==> config.mk <==
export PLATFORM = sky130hd
export DESIGN_NAME = edge_irq_port
export DESIGN_NICKNAME = d
export VERILOG_FILES = /design/src/rtl/edge_irq_pkg.sv /design/src/rtl/pin_sync.sv /design/src/rtl/edge_qualifier.sv /design/src/rtl/irq_regfile.sv /design/src/rtl/edge_irq_port.sv
export SDC_FILE = /design/constraint.sdc
export NUM_CORES = 1
export LEC_CHECK = 0
export ABC_CLOCK_PERIOD_IN_PS = 1190
export BUFFER_PORTS_ARGS = -buffer_cell sky130_fd_sc_hd__buf_4
export CAP_MARGIN = 30
export CORE_AREA = 2 2 63 65
export CTS_CLUSTER_DIAMETER = 60
export DETAILED_ROUTE_END_ITERATION = 10
export DIE_AREA = 0 0 65 67
export HOLD_SLACK_MARGIN = 0.12
export MAX_ROUTING_LAYER = met4
export PLACE_DENSITY_LB_ADDON = 0.25
export RECOVER_POWER = 100
export SLEW_MARGIN = 10
export SYNTH_ARGS = -nofsm -noshare
export SYNTH_HDL_FRONTEND = slang
export SYNTH_SLANG_ARGS = --single-unit
==> constraint.sdc <==
create_clock -name clk -period 1.19 [get_ports clk]
set_clock_uncertainty 0.1 [all_clocks]
set_input_delay 0.1785 -clock clk [delete_from_list [all_inputs] [get_ports clk]]
set_output_delay 0.1785 -clock clk [all_outputs]
set_load 0.02 [all_outputs]
==> src/rtl/edge_irq_pkg.sv <==
// Package: shared register-select encoding for the edge interrupt port.
// Assumes a 2-bit register address on the bus.
package edge_irq_pkg;
    typedef enum logic [1:0] {
        REG_ENABLE   = 2'd0,
        REG_POLARITY = 2'd1,
        REG_FLAGS    = 2'd2,
        REG_SPARE    = 2'd3
    } reg_sel_e;
endpackage

==> src/rtl/pin_sync.sv <==
// Module: pin_sync
// Brings each asynchronous pin into the clock domain through two flops.
// Assumes each pin is independent; no multi-bit coherence is implied.
module pin_sync #(
    parameter int W      = 8,
    parameter int STAGES = 2
) (
    input  logic         clk,
    input  logic         rst_n,
    input  logic [W-1:0] async_i,
    output logic [W-1:0] sync_o
);
    genvar b;
    generate
        for (b = 0; b < W; b++) begin : g_bit
            logic [STAGES-1:0] chain;
            // Shift the pin level through the synchronizer chain.
            always_ff @(posedge clk) begin
                if (!rst_n) chain <= '0;
                else        chain <= {chain[STAGES-2:0], async_i[b]};
            end
            assign sync_o[b] = chain[STAGES-1];
        end
    endgenerate
endmodule

==> src/rtl/edge_qualifier.sv <==
// Module: edge_qualifier
// Finds per-pin transitions of the synchronized level and keeps those whose
// direction matches the polarity bit (1 = rising, 0 = falling).
// Assumes level_i is already synchronous. Detection waits until the
// history register holds a real sample after reset.
module edge_qualifier #(
    parameter int W = 8
) (
    input  logic         clk,
    input  logic         rst_n,
    input  logic [W-1:0] level_i,
    input  logic [W-1:0] pol_i,
    output logic [W-1:0] evt_o
);
    localparam int ARM_W = 2;
    localparam logic [ARM_W-1:0] ARM_DONE = '1;

    logic [W-1:0]     prev_q;
    logic [ARM_W-1:0] arm_q;
    logic [W-1:0]     moved;
    logic [W-1:0]     dir_ok;

    // Remember the previous synchronized level.
    always_ff @(posedge clk) begin
        if (!rst_n) prev_q <= '0;
        else        prev_q <= level_i;
    end

    // Count cycles after reset until the pipeline holds real samples.
    always_ff @(posedge clk) begin
        if (!rst_n)                arm_q <= '0;
        else if (arm_q != ARM_DONE) arm_q <= arm_q + 1'b1;
    end

    // Qualify only real transitions whose new level matches the polarity.
    always_comb begin
        moved  = level_i ^ prev_q;
        dir_ok = ~(level_i ^ pol_i);
        evt_o  = (arm_q == ARM_DONE) ? (moved & dir_ok) : '0;
    end
endmodule

==> src/rtl/irq_regfile.sv <==
// Module: irq_regfile
// Holds the enable, polarity and sticky flag registers, decodes bus
// accesses and forms the interrupt request.
// Assumes evt_i is synchronous; unimplemented bits given by IMPL_MASK.
module irq_regfile
    import edge_irq_pkg::*;
#(
    parameter int           W         = 8,
    parameter logic [W-1:0] IMPL_MASK = 8'hF7
) (
    input  logic         clk,
    input  logic         rst_n,
    input  logic         sel_i,
    input  logic         wr_i,
    input  logic [1:0]   addr_i,
    input  logic [W-1:0] wdata_i,
    input  logic [W-1:0] evt_i,
    output logic [W-1:0] pol_o,
    output logic [W-1:0] flags_o,
    output logic [W-1:0] rdata_o,
    output logic         irq_o
);
    logic [W-1:0] en_q, pol_q, flag_q;
    logic [W-1:0] clr;
    logic         wr_hit;
    reg_sel_e     sel_reg;

    // Decode the bus access.
    always_comb begin
        sel_reg = reg_sel_e'(addr_i);
        wr_hit  = sel_i & wr_i;
        clr     = (wr_hit && sel_reg == REG_FLAGS) ? wdata_i : '0;
    end

    // Enable and polarity registers, implemented bits only.
    always_ff @(posedge clk) begin
        if (!rst_n) begin
            en_q  <= '0;
            pol_q <= '0;
        end else if (wr_hit) begin
            if (sel_reg == REG_ENABLE)   en_q  <= wdata_i & IMPL_MASK;
            if (sel_reg == REG_POLARITY) pol_q <= wdata_i & IMPL_MASK;
        end
    end

    // Sticky flags: write-one clears, a same-cycle edge wins.
    always_ff @(posedge clk) begin
        if (!rst_n) flag_q <= '0;
        else        flag_q <= ((flag_q & ~clr) | evt_i) & IMPL_MASK;
    end

    // Read mux and interrupt request.
    always_comb begin
        rdata_o = '0;
        if (sel_i) begin
            case (sel_reg)
                REG_ENABLE:   rdata_o = en_q;
                REG_POLARITY: rdata_o = pol_q;
                REG_FLAGS:    rdata_o = flag_q;
                default:      rdata_o = '0;
            endcase
        end
        irq_o = |(flag_q & en_q);
    end

    assign pol_o   = pol_q;
    assign flags_o = flag_q;

    // registers are clear on the first cycle after reset.
    p_reset_clean_r2: assert property (@(posedge clk) disable iff (!rst_n)
        !$past(rst_n) |-> (flag_q == '0 && en_q == '0 && pol_q == '0 && !irq_o));

    // unimplemented positions never hold a one.
    p_spare_zero_r3: assert property (@(posedge clk) disable iff (!rst_n)
        ((en_q | pol_q | flag_q) & ~IMPL_MASK) == '0);

    // a flag only rises when an edge event was present.
    p_flag_cause_r4: assert property (@(posedge clk) disable iff (!rst_n)
        $past(rst_n) |-> ((flag_q & ~$past(flag_q) & ~$past(evt_i)) == '0));

    // a write-one clear without a competing edge empties the bit.
    p_w1c_r6: assert property (@(posedge clk) disable iff (!rst_n)
        $past(rst_n) |-> (($past(clr) & ~$past(evt_i) & flag_q) == '0));

    // an edge event always leaves its flag set.
    p_set_wins_r7: assert property (@(posedge clk) disable iff (!rst_n)
        $past(rst_n) |-> (($past(evt_i) & IMPL_MASK & ~flag_q) == '0));
endmodule

==> src/rtl/edge_irq_port.sv <==
// Module: edge_irq_port (top)
// Edge-triggered port interrupt unit: synchronizes the pins, qualifies
// edges by per-pin polarity and keeps sticky, maskable interrupt flags.
// Assumes pins are asynchronous and held at least two clock cycles.
module edge_irq_port #(
    parameter int           PORT_W    = 8,
    parameter logic [PORT_W-1:0] IMPL_MASK = 8'hF7,
    parameter int           SYNC_STAGES = 2
) (
    input  logic              clk,
    input  logic              rst_n,
    input  logic [PORT_W-1:0] pin_i,
    input  logic              bus_sel_i,
    input  logic              bus_wr_i,
    input  logic [1:0]        bus_addr_i,
    input  logic [PORT_W-1:0] bus_wdata_i,
    output logic [PORT_W-1:0] bus_rdata_o,
    output logic              irq_o
);
    logic [PORT_W-1:0] level;
    logic [PORT_W-1:0] evt;
    logic [PORT_W-1:0] pol;
    logic [PORT_W-1:0] flags;

    pin_sync #(.W(PORT_W), .STAGES(SYNC_STAGES)) u_sync (
        .clk     (clk),
        .rst_n   (rst_n),
        .async_i (pin_i),
        .sync_o  (level)
    );

    edge_qualifier #(.W(PORT_W)) u_edge (
        .clk     (clk),
        .rst_n   (rst_n),
        .level_i (level),
        .pol_i   (pol),
        .evt_o   (evt)
    );

    irq_regfile #(.W(PORT_W), .IMPL_MASK(IMPL_MASK)) u_regs (
        .clk     (clk),
        .rst_n   (rst_n),
        .sel_i   (bus_sel_i),
        .wr_i    (bus_wr_i),
        .addr_i  (bus_addr_i),
        .wdata_i (bus_wdata_i),
        .evt_i   (evt),
        .pol_o   (pol),
        .flags_o (flags),
        .rdata_o (bus_rdata_o),
        .irq_o   (irq_o)
    );

    // a newly set flag follows a level that matches its polarity.
    p_pol_match_r5: assert property (@(posedge clk) disable iff (!rst_n)
        $past(rst_n) |-> ((flags & ~$past(flags) & ($past(level) ^ $past(pol))) == '0));

    // bit 3 of read data is always zero.
    p_rdata_spare_r3: assert property (@(posedge clk) disable iff (!rst_n)
        (bus_rdata_o & ~IMPL_MASK) == '0);
endmodule

# Word-level counts from Yosys, hierarchy flattened
# Cells that the tools add are included.
# op_classes
addsub,1
n_eq_ne,4
n_mux,4
bitwise_logic,9
n_reduce_logical,5
# ops
operator,n
AND 8 bit,3
2-to-1 mux 8 bit,3
one-hot mux 8 bit (3 select lines),1
inverter 8 bit,2
XOR 8 bit,2
OR 8 bit,1
OR reduction 8 bit,1
equality test 2 bit (second input constant),2
AND reduction 2 bit,2
adder 2 x 1 -> 2 bit (second input constant),1
equality test 2 x 1 -> 1 bit (second input constant),1
zero test 2 bit,1
inequality test 2 bit (second input constant),1
AND 1 bit,1
logical AND 1 bit,1
# totals
reg_bits,48
inputBits,22

# Longest topological paths before layout
# Gate-level depths: netlist of the first run.
# logic_depth
depth_word,6
mapped_depth,5
depth_no_buf,3

# Cells and area by module
# Synthesis of the first run repeated with hierarchy kept, for this count alone.
# unflattened
hier_cells,209
hier_area_um2,2077.0
# modules_own_cells
mod,instances,cells_each,area_each_um2,seq_area_each_um2
irq_regfile,1,119,1069.8,420.4
pin_sync,1,41,506.7,320.3
edge_qualifier,1,49,500.5,200.2

# Worst setup path before layout of the first run
# No wires, ideal clock.
# synth_timing
kind,input-to-output
startpoint,input port bus_addr_i[0]
endpoint,output port bus_rdata_o[0]
arrival_ns,1.234
path_slack_ns,-0.323
cell_stages,4
n_path_buf,1
cell_sequence,buf_4 > nor2b_1 > nand2_1 > a21boi_0
# synth_via
elab_chain_cells,3
elab_cells_between_ends,5
cone_classes,eq/ne: 2; mux: 2; reduce/logical: 1
# synth_rtl
element,line_no,text
from (decl),edge_irq_port.sv:15,"input logic [1:0] bus_addr_i,"
equality test 2 bit (tied with other cells),irq_regfile.sv:56,case (sel_reg)
one-hot mux 8 bit (3 select lines) (*),irq_regfile.sv:56,
2-to-1 mux 8 bit (*),irq_regfile.sv:55,if (sel_i) begin
to (decl),edge_irq_port.sv:17,"output logic [PORT_W-1:0] bus_rdata_o,"
# Mark *: on every way between the ends. The rest lies on a longest branch, timed or not.

# Worst setup path in the final report of the first run
# layout_timing
startpoint,register u_regs.en_q[5]
endpoint,output port irq_o
# layout_via
elab_chain_cells,2
# layout_rtl
element,line_no,text
from (decl),irq_regfile.sv:23,"logic [W-1:0] en_q, pol_q, flag_q;"
from (signal assigned),irq_regfile.sv:41,if (sel_reg == REG_ENABLE) en_q <= wdata_i & IMPL_MASK;
AND 8 bit,irq_regfile.sv:63,irq_o = |(flag_q & en_q);
OR reduction 8 bit,irq_regfile.sv:63,
to (decl),edge_irq_port.sv:18,output logic irq_o
# No other way between the ends.

==> metrics.txt, run 1 <==
GRT Overall Usage=21.3%; Crit Path Max Fanout=3; Max Clk Rate=0.620 GHz; share of layout cells above drive strength 1=34.6%; final wirelength=between 3000 and 4000 um; clock buffer count from CTS=5; global placer's final weighted congestion=approximately 0.8; Worst Slack Setup Final=-0.422 ns; via count=1,553; DR top layer=met4; pwr/cell area=1160 nW/um^2; Vias/cell=5.14; DRC=0; most common cell after layout, fill and taps aside=buf_4; Avg WL per Cell=12.9 um; M1 WL=around 1700 um; unrepaired setup endpoints after global routing=true; Yosys top cell area share=50.0%; FF+latch area=~890 sq um; Yosys reg bits=44; die area=4360 sq um; Setup CP Type=reg -> out; dominant cells by area after synthesis=dfxtp_1 (50%), and2_1 (8.2%), nand2_1 (6.0%); failing checks=setup timing; syn nets=approximately 210; Hold Fails Final Rpt=0; diode count=0; CP endpoint kind=primary output; largest net degree at the start of global routing=23; crit start category=flip-flop; average footprint of a synthesized cell=just over 9 sq um; clock root cell=clkbuf_8; routed wl met3=198 um; Fillers=268; initial drt markers=~90; first-pass GRT wire length=6860 um; CTS tree=yes; outcome=complete, but fails checks; Final #Nets=276; Unique masters post-synth=23; async set-reset flop share out of synthesis=0%; Vert. Die Dim=~67 um; maximum buffer depth of the clock tree=2; final setup fails=9; Worst Path Required=0.91 ns; initial antenna violation count=0; core area=3610 sq um; CTS sink cnt=44; number of flops mapped to enable cells by yosys=0; fin crit share=135%; total power=0.00297 W; initial core utilization=between 40% and 50%; Post-Synthesis Cell Area=roughly 1800 sq um; Max Cap Viol=0; Area Overhead vs Synth=44.9%; post-synthesis instance total=around 190; Yosys top cell by area=dfxtp_1; I/O Pins=31; crit path DAT=1.33 ns; row count=22; Antenna Nets Post-Route=0; dpl hpwl=approximately 2600 um; DR WL met2=1910 um; Leakage=1.03 nW; minimum clock period=around 1.6 ns; Seq/Total Area, Yosys=between 40% and 50%; CTS clk-pin slew, worst paths=0.08 ns; Hold Path Class=in -> reg; vias in the first global route=1,584; Overflow after GRT=0; commonest cells after routing, fill and taps aside=buf_4 (37), dfxtp_1 (33), nand2_1 (28); Worst Hold Margin=0.289 ns; htree depth=2; IO buf count=27; Post-synth top flop=dfxtp_1; First-pass DRT Iterations=6; Ys Warns=0; worst vdd ir=between 1 and 1.5 mV; area of the multi-input gates=roughly 930 sq um; Skew-Pair Late Insertion Delay=about 0.29 ns; Die Wd=65 um; Slew Viols, Final=0
[state kept, by name, indices dropped and copies added, names as in the netlist]
signal / flops
u_regs.flags_o: 7
u_edge.prev_q: 7
u_regs.pol_o: 7
u_edge.arm_q: 2
u_sync.g_bit.chain: 14
u_regs.en_q: 7
[report_power, final]
group / leakage, nW / internal, W / switching (W) / total [W]
clock network: 0.0552 / 0.000623 / 0.000468 / 0.00109
logic: 0.615 / 0.000185 / 0.000136 / 0.000320
registers: 0.365 / 0.00153 / 0.0000277 / 0.00156
total: 1.03 / 0.00234 / 0.000632 / 0.00297
[cell type report]
type                    instances  area share, %
repair buffers                 68           22.0
flip-flops and latches         44           35.0
well taps                      48           2.35
multi-input cells             134           36.4
clock buffers                   6           2.84
clock inverters                 2           1.37
[cells in the mapped netlist, drive strengths merged, types with 4 or more instances]
library cell,n
buf,4
nand2,28
or2,7
dfxtp,44
a32o,7
nand3,15
o21ai,14
o22ai,7
clkbuf,9
a21boi,7
nand2b,7
and2,23
mux2i,8
[kinds of logic (layout without fill, tap and decap cells)]
family	after synthesis	in the layout	share of synthesized area, %
AOI/OAI and AO/OA	38	38	14.8
and+or+nand+nor	85	85	25.8
buffers and inverters	13	76	3.48
adders and majority gates	1	1	0.710
muxes	8	8	4.54
other	1	1	0.213
DFF	44	44	50.0
xor gates and xnor gates	1	1	0.497
[worst paths after layout]
check / startpoint / endpoint / slack [ns] / depth (start not counted)
max: u_regs.en_q[5] / irq_o / -0.42 / 3
max reg2reg: u_regs.pol_o[0] / u_regs.flags_o[0] / 0.06 / 5
min: rst_n / u_regs.flags_o[0] / 0.29 / 3
min reg2reg: u_sync.g_bit[2].chain[0] / u_sync.g_bit[2].chain[1] / 0.32 / 1
[metrics by stage]
step / std cells / setup TNS (ns) / worst slack [ns] / util, % / cell area [sq um]
final: 302 / -2.61 / -0.422 / 70.8 / 2550
after global routing: 302 / -3.67 / -0.433 / 70.8 / 2550
after CTS: 302 / -2.50 / -0.393 / 71.0 / 2560
after detailed placement: 276 / -2.27 / -0.144 / 62.1 / 2240
after global placement: 276 / -1.72 / -0.107 / 62.1 / 2240
after floorplan: 191 / 0 / 0.0116 / - / 1870
[critical path: stages, from the launching register on]
cell and delay [ns]:
dfxtp_2 0.34, a222oi_1 0.39, nand3_1 0.14, buf_4 0.18
[per-layer routing]
layer | up-vias | global-route usage (%)
li1 | 782 | -
met1 | 705 | 23.5
met2 | 51 | 36.6
met3 | 15 | 5.41
met4 | 0 | 9.31
met5 | - | -
[repair_timing]
action,in CTS,in global routing
cloned,0,0
hold buffers,15,0
resized for setup,20,4
pin swaps,10,4
setup endpoints to repair,15,15
setup buffers,3,0
endpoints found under the hold margin,29,0
Note: power is estimated with default switching activity, not from simulation.
==> run 2: changes to the inputs <==
--- a/config.mk
+++ b/config.mk
@@ -6,11 +6,11 @@
 export NUM_CORES = 1
 export LEC_CHECK = 0
-export ABC_CLOCK_PERIOD_IN_PS = 1190
+export ABC_CLOCK_PERIOD_IN_PS = 1660
 export BUFFER_PORTS_ARGS = -buffer_cell sky130_fd_sc_hd__buf_4
 export CAP_MARGIN = 30
-export CORE_AREA = 2 2 63 65
+export CORE_AREA = 2 2 61 63
 export CTS_CLUSTER_DIAMETER = 60
 export DETAILED_ROUTE_END_ITERATION = 10
-export DIE_AREA = 0 0 65 67
+export DIE_AREA = 0 0 63 65
 export HOLD_SLACK_MARGIN = 0.12
 export MAX_ROUTING_LAYER = met4
==> constraint.sdc (replaced) <==
create_clock -name clk -period 1.66 [get_ports clk]
set_clock_uncertainty 0.1 [all_clocks]
set_input_delay 0.249 -clock clk [delete_from_list [all_inputs] [get_ports clk]]
set_output_delay 0.249 -clock clk [all_outputs]
set_load 0.1 [all_outputs]
==> run 2 against run 1 <==
  * The flow still finishes with violations (setup timing)
  * Utilization fell by 0.13 points
  * Flip-flop and latch count unchanged
  * Global-route usage shrank 2.2 points
  * Cell area down 3.2%
  * First-iteration DRC count fell by 52%
  * Sequential share of layout area is 1.4 points higher
  * Register-to-register slack improved by 0.22 ns
  * Combinational power decreased by 29%
  * Sequential power shrank 28%
  * Die area is 6.0% lower
  * Setup slack improved by 0.26 ns
  * Total power shrank 38%
==> metrics.txt, run 2 (synthesis gave the netlist of run 1 again) <==
DRC=0 (unchanged); die area=4100 sq um (-6.0%); Slew Viols, Final=0 (unchanged); crit start category=flip-flop; CTS clk-pin slew, worst paths=0.11 ns (+0.03 ns); fin crit share=110%; Hold Path Class=in -> reg; I/O Pins=31 (unchanged); crit path cell chain=a222oi_1 -> nand3_2 -> buf_6; via count=1,480 (-4.7%); initial core utilization=50.4% (+1.5 points); initial drt markers=43 (-52%); Hold Fails Final Rpt=0 (unchanged); Hold Path Depth=4 (+1); most common cell after layout, fill and taps aside=dfxtp_1; failing checks=setup timing; WP buf/inv=1 (unchanged); CTS tree=yes; Max Cap Viol=0 (unchanged); initial antenna violation count=0 (unchanged); Vias/cell=5.14 (about the same); Slew @ Worst Pin=0.682 ns; Largest stage delay, worst path=0.42 ns (+0.03 ns); clock root cell=clkbuf_4; Largest register FFs=14 (unchanged); Skew-Pair Late Insertion Delay=0.34 ns (+0.05 ns); Leakage=0.968 nW (-6.5%); max_slew headroom=54.5%; Setup CP Type=reg -> out; worst vdd ir=0.576 mV (-45%); Worst path depth=3 (unchanged); commonest cells after routing, fill and taps aside=dfxtp_1 (30), nand2_1 (28), buf_4 (21); Final #Nets=262 (-5.1%); largest register by flop count=u_sync.g_bit.chain; clock buffer count from CTS=5 (unchanged); share of layout cells above drive strength 1=30.8% (-3.8 points); outcome=complete, but fails checks; slowest CP cell=a222oi_1; Max Clk Rate=0.549 GHz; minimum clock period=1.82 ns; IO buf count=27 (unchanged); Overflow after GRT=0 (unchanged); final wirelength=3590 um (-8.0%); pwr/cell area=749 nW/um^2 (-36%); Worst Slack Setup Final=-0.162 ns (+0.260 ns); Worst Hold Margin=0.323 ns (+0.0343 ns); diode count=0 (unchanged); GRT Overall Usage=19.1% (-2.2 points); unrepaired setup endpoints after global routing=true; Crit Path Max Fanout=3 (unchanged); maximum buffer depth of the clock tree=2 (unchanged); dpl hpwl=2340 um (-9.2%); delay-heaviest family, CP=compound AO/OA/AOI/OAI gates; first-pass GRT wire length=5970 um (-13%); Antenna Nets Post-Route=0 (unchanged); Die Wd=63 um (-3.1%); First-pass DRT Iterations=4 (-2); CTS sink cnt=44 (unchanged); final setup fails=8 (-1); crit path DAT=1.47 ns (+0.14 ns); Worst Path Required=1.31 ns (+0.40 ns); TNS Setup=-0.339 ns (+2.27 ns); pre-CTS WS=0.0660 ns (+0.210 ns); global placer's final weighted congestion=0.766 (-5.4%); largest net degree at the start of global routing=36 (+57%); core area=3500 sq um (-3.1%); Area Overhead vs Synth=40.2%; row count=22 (unchanged); Worst Reg-to-Reg Cells=3 (-2); vias in the first global route=1,421 (-10%); htree depth=2 (unchanged); CP endpoint kind=primary output; Avg WL per Cell=12.5 um (-3.5%); Vert. Die Dim=65 um (-3.0%)
## run 2: worst register-to-register path: cells and delay by family (launching register included)
family,cells,cell delay [ns]
simple gates,1,0.30
flops,1,0.34
compound gates,1,0.29
fa+ha+maj,1,0.25
## run 2: layout make-up
class	count	area, sq um
Tap cell	48	60.1
Fill cell	271	1020
Clock buffer	8	58.8
Timing Repair Buffer	54	522
Sequential cell	44	901
Multi-Input combinational cell	134	930
## run 2: final timing paths
path | start | endpoint | slack [ns]
setup / recovery | u_regs.flags_o[5] | irq_o | -0.16
hold / removal | bus_wr_i | u_regs.pol_o[0] | 0.32
setup reg to reg | u_edge.arm_q[0] | u_regs.flags_o[1] | 0.28
hold reg to reg | u_sync.g_bit[7].chain[0] | u_sync.g_bit[7].chain[1] | 0.34
## run 2: routing by layer
layer / share of wire, % / global-route usage, % / wire (um) / up-vias
li1: - / - / - / 755
met3: 4.6 / 5.21 / 165 / 8
met5: 0 / - / 0 / -
met2: 49 / 33.6 / 1770 / 31
met1: 45 / 20.7 / 1600 / 686
met4: 1.7 / 7.22 / 60 / 0
## run 2: report_power, final
part	internal [W]	switching (W)
clock network	0.000209	0.000295
logic	0.000119	0.000109
registers	0.00110	0.0000218
## run 2: per-stage QoR
step | area, sq um | util, % | total power (W) | std cells
after floorplan | 1880 | - | 0.00127 | 191
after global placement | 2100 | 59.9 | 0.00132 | 256
after detailed placement | 2100 | 59.9 | 0.00133 | 256
after CTS | 2450 | 70.2 | 0.00188 | 285
after global routing | 2470 | 70.7 | 0.00196 | 288
final | 2470 | 70.7 | 0.00185 | 288
## run 2: what timing repair did
item                                    CTS  global route
hold buffers                             14             0
gates cloned                              0             0
buffers inserted                          7             3
endpoints found under the hold margin    21             0
pin swaps                                 6             2
resized for setup                        33             4
endpoints found under the setup margin    8             8
==> run 3: changes to the inputs <==
- ABC_AREA: unset -> 1
- CORE_AREA: 2 2 61 63 -> 2 2 63 65
- DIE_AREA: 0 0 63 65 -> 0 0 65 67
- MAX_ROUTING_LAYER: met4 -> unset
==> run 3 against run 2 <==
  * The flow now finishes without violations
  * Register-to-register slack better by 0.13 ns
  * Utilization down 4.8 points
  * First-iteration DRC count rose by 37%
  * Critical path depth up 2
  * Via count up 13%
  * Fmax rose by 13%
  * Count of clock-buffer cells in the layout fell by 3
  * Critical endpoint is now bus_rdata_o[2]
  * Largest cell class is now registers
  * Largest power group unchanged
==> metrics.txt, run 3 <==
fin crit share=96.8% (-13 points); most used cell, CP=inv_1; dpl hpwl=2650 um (+13%); Vias/cell=4.59 (-11%); dominant cells by area after synthesis=dfxtp_1 (46%), nand2_1 (16%), inv_1 (9.9%); average footprint of a synthesized cell=6.95 sq um (-25%); post-synthesis instance total=277 (+45%); final wirelength=3770 um (+4.9%); Slew Viols, Final=0 (unchanged); core area=3610 sq um (+3.1%); vias in the first global route=1,503 (+5.8%); Largest stage delay, worst path=0.36 ns (-0.06 ns); Setup CP Type=reg -> out; clock buffer count from CTS=5 (unchanged); initial drt markers=59 (+37%); GRT Overall Usage=19.0% (-0.17 points); via count=1,672 (+13%); Area Overhead vs Synth=23.3%; syn nets=300 (+40%); final setup fails=0 (-8); Yosys top cell area share=45.7% (-4.2 points); Avg WL per Cell=10.3 um (-17%); crit path DAT=1.26 ns (-0.21 ns); slowest CP cell=dfxtp_1; IO buf count=27 (unchanged); Largest register FFs=14 (unchanged); fin area=2370 sq um (-3.9%); worst vdd ir=0.751 mV (+30%); Slew @ Worst Pin=0.668 ns (-0.0137 ns); most common cell after layout, fill and taps aside=nand2_1; Seq/Total Area, Yosys=45.7% (-4.2 points); largest net degree at the start of global routing=39 (+8.3%); share of layout cells above drive strength 1=14.6% (-16 points); dpl cell area=2140 sq um (+2.0%); commonest cells in the synthesized netlist=nand2_1 (84), inv_1 (51), dfxtp_1 (44); Max Cap Viol=0 (unchanged); largest register by flop count=u_sync.g_bit.chain; CTS sink cnt=44 (unchanged); Hold Path Class=in -> reg; Post-Synthesis Cell Area=1930 sq um (+9.2%); max_slew headroom=55.4% (+0.91 points); DRC=0 (unchanged); CTS clk-pin slew, worst paths=0.08 ns (-0.03 ns); Leakage=1.18 nW (+22%); htree depth=2 (unchanged); first-pass GRT wire length=6310 um (+5.7%); commonest cells after routing, fill and taps aside=nand2_1 (84), inv_1 (50), dfxtp_1 (39); Skew-Pair Late Insertion Delay=0.29 ns (-0.05 ns); delay-heaviest family, CP=flip-flops; maximum buffer depth of the clock tree=2 (unchanged); initial antenna violation count=0 (unchanged); Yosys top cell by area=dfxtp_1; initial core utilization=53.4% (+3.0 points); fin cells=364 (+26%); crit path cell chain=inv_1 -> o211ai_1 -> nand2_1 -> inv_1 -> buf_12; clock root cell=clkbuf_8; crit start category=flip-flop; TNS Setup=0 ns (+0.339 ns); Max Clk Rate=0.622 GHz (+13%); Overflow after GRT=0 (unchanged); pwr/cell area=837 nW/um^2 (+12%); Worst Slack Setup Final=0.0527 ns (+0.214 ns); CP endpoint kind=primary output; I/O Pins=31 (unchanged); pre-CTS WS=0.0936 ns (+0.0275 ns); Crit Path Max Fanout=3 (unchanged); number of flops mapped to enable cells by yosys=0 (unchanged); Ys Warns=0 (unchanged); Die Wd=65 um (+3.2%); First-pass DRT Iterations=4 (unchanged); Antenna Nets Post-Route=0 (unchanged); final core utilization=65.9% (-4.8 points); most numerous cell in the Yosys netlist=nand2_1; global placer's final weighted congestion=0.848 (+11%); Hold Fails Final Rpt=0 (unchanged); Unique masters post-synth=19 (-17%); die area=4360 sq um (+6.3%); Worst Path Required=1.31 ns (about the same); WP buf/inv=3 (+2); CTS tree=yes; Final #Nets=339 (+29%); outcome=complete, no violations; DP Cell Count=345 (+35%); Vert. Die Dim=67 um (+3.1%); row count=22 (unchanged); Post-synth top flop=dfxtp_1; minimum clock period=1.61 ns (-0.214 ns); Yosys reg bits=44 (unchanged); diode count=0 (unchanged); async set-reset flop share out of synthesis=0% (unchanged)
-- run 3: cell types whose count changed after synthesis, sizes merged, moves of 8 or more --
cell    before  now
and2        23    0
mux2i        8    0
nand2       28   87
a21oi        0   10
clkbuf       9    0
inv          0   54
nor2         0   33
-- run 3: what timing repair did --
action,CTS,global route
buffers inserted,0,0
setup endpoints to repair,1,7
gates resized for setup,1,25
hold buffers,12,0
hold endpoints to repair,12,0
pin swaps,0,0
-- run 3: path summary, 6_finish.rpt --
| kind | start | end | slack (ns) | cells past startpoint |
|---|---|---|---|---|
| setup reg to reg | u_edge.arm_q[0] | u_edge.arm_q[0] | 0.41 | 4 |
| setup / recovery | u_regs.pol_o[2] | bus_rdata_o[2] | 0.05 | 5 |
| hold reg to reg | u_sync.g_bit[5].chain[0] | u_sync.g_bit[5].chain[1] | 0.31 | 2 |
| hold / removal | bus_wdata_i[6] | u_regs.pol_o[6] | 0.13 | 3 |
-- run 3: cell type report --
cell class | instances | area, sq um
flip-flops and latches | 44 | 887
clock buffers | 5 | 68.8
clock inverters | 2 | 12.5
well taps | 48 | 60.1
repair buffers | 40 | 360
inverters | 55 | 208
multi-input cells | 170 | 778
fillers | 349 | 1230
-- run 3: metal layers --
| metal | part of all wire, % | vias to the layer above | global-route usage [%] |
|---|---|---|---|
| met2 | 47 | 34 | 34.0 |
| met5 | 0 | - | 0 |
| met1 | 47 | 726 | 21.7 |
| met4 | 1.2 | 0 | 6.38 |
| met3 | 4.2 | 6 | 5.07 |
| li1 | - | 906 | - |
-- run 3: worst register-to-register path, delay by kind of cell, from the launching register on --
kind	cells	cell delay, ns
flops	1	0.36
fa+ha+maj	1	0.36
buf+inv	1	0.11
compound gates	2	0.22
-- run 3: metrics by stage --
stage | hold WS (ns) | total power, W
final | 0.133 | 0.00199
after global routing | 0.146 | 0.00208
after CTS | 0.123 | 0.00200
after detailed placement | 0.298 | 0.00137
after global placement | 0.292 | 0.00136
after floorplan | 0.247 | 0.00130
-- run 3: cell families (layout without fill, tap and decap cells) --
kind of cell	after synthesis	count (layout)	share of synthesized area, %
buffers and inverters	63	102	13.8
DFF	44	44	45.7
adders and majority gates	1	1	0.650
other	1	1	0.195
and+or+nand+nor	135	135	30.1
AOI/OAI and AO/OA	33	33	9.49
-- run 3: where the power goes --
part	total (W)	internal (W)	switching (W)	leakage, nW
sequential	0.00112	0.00110	0.0000244	0.362
combinational	0.000240	0.0000937	0.000146	0.780
clock	0.000623	0.000285	0.000338	0.0400
total	0.00199	0.00148	0.000508	1.18
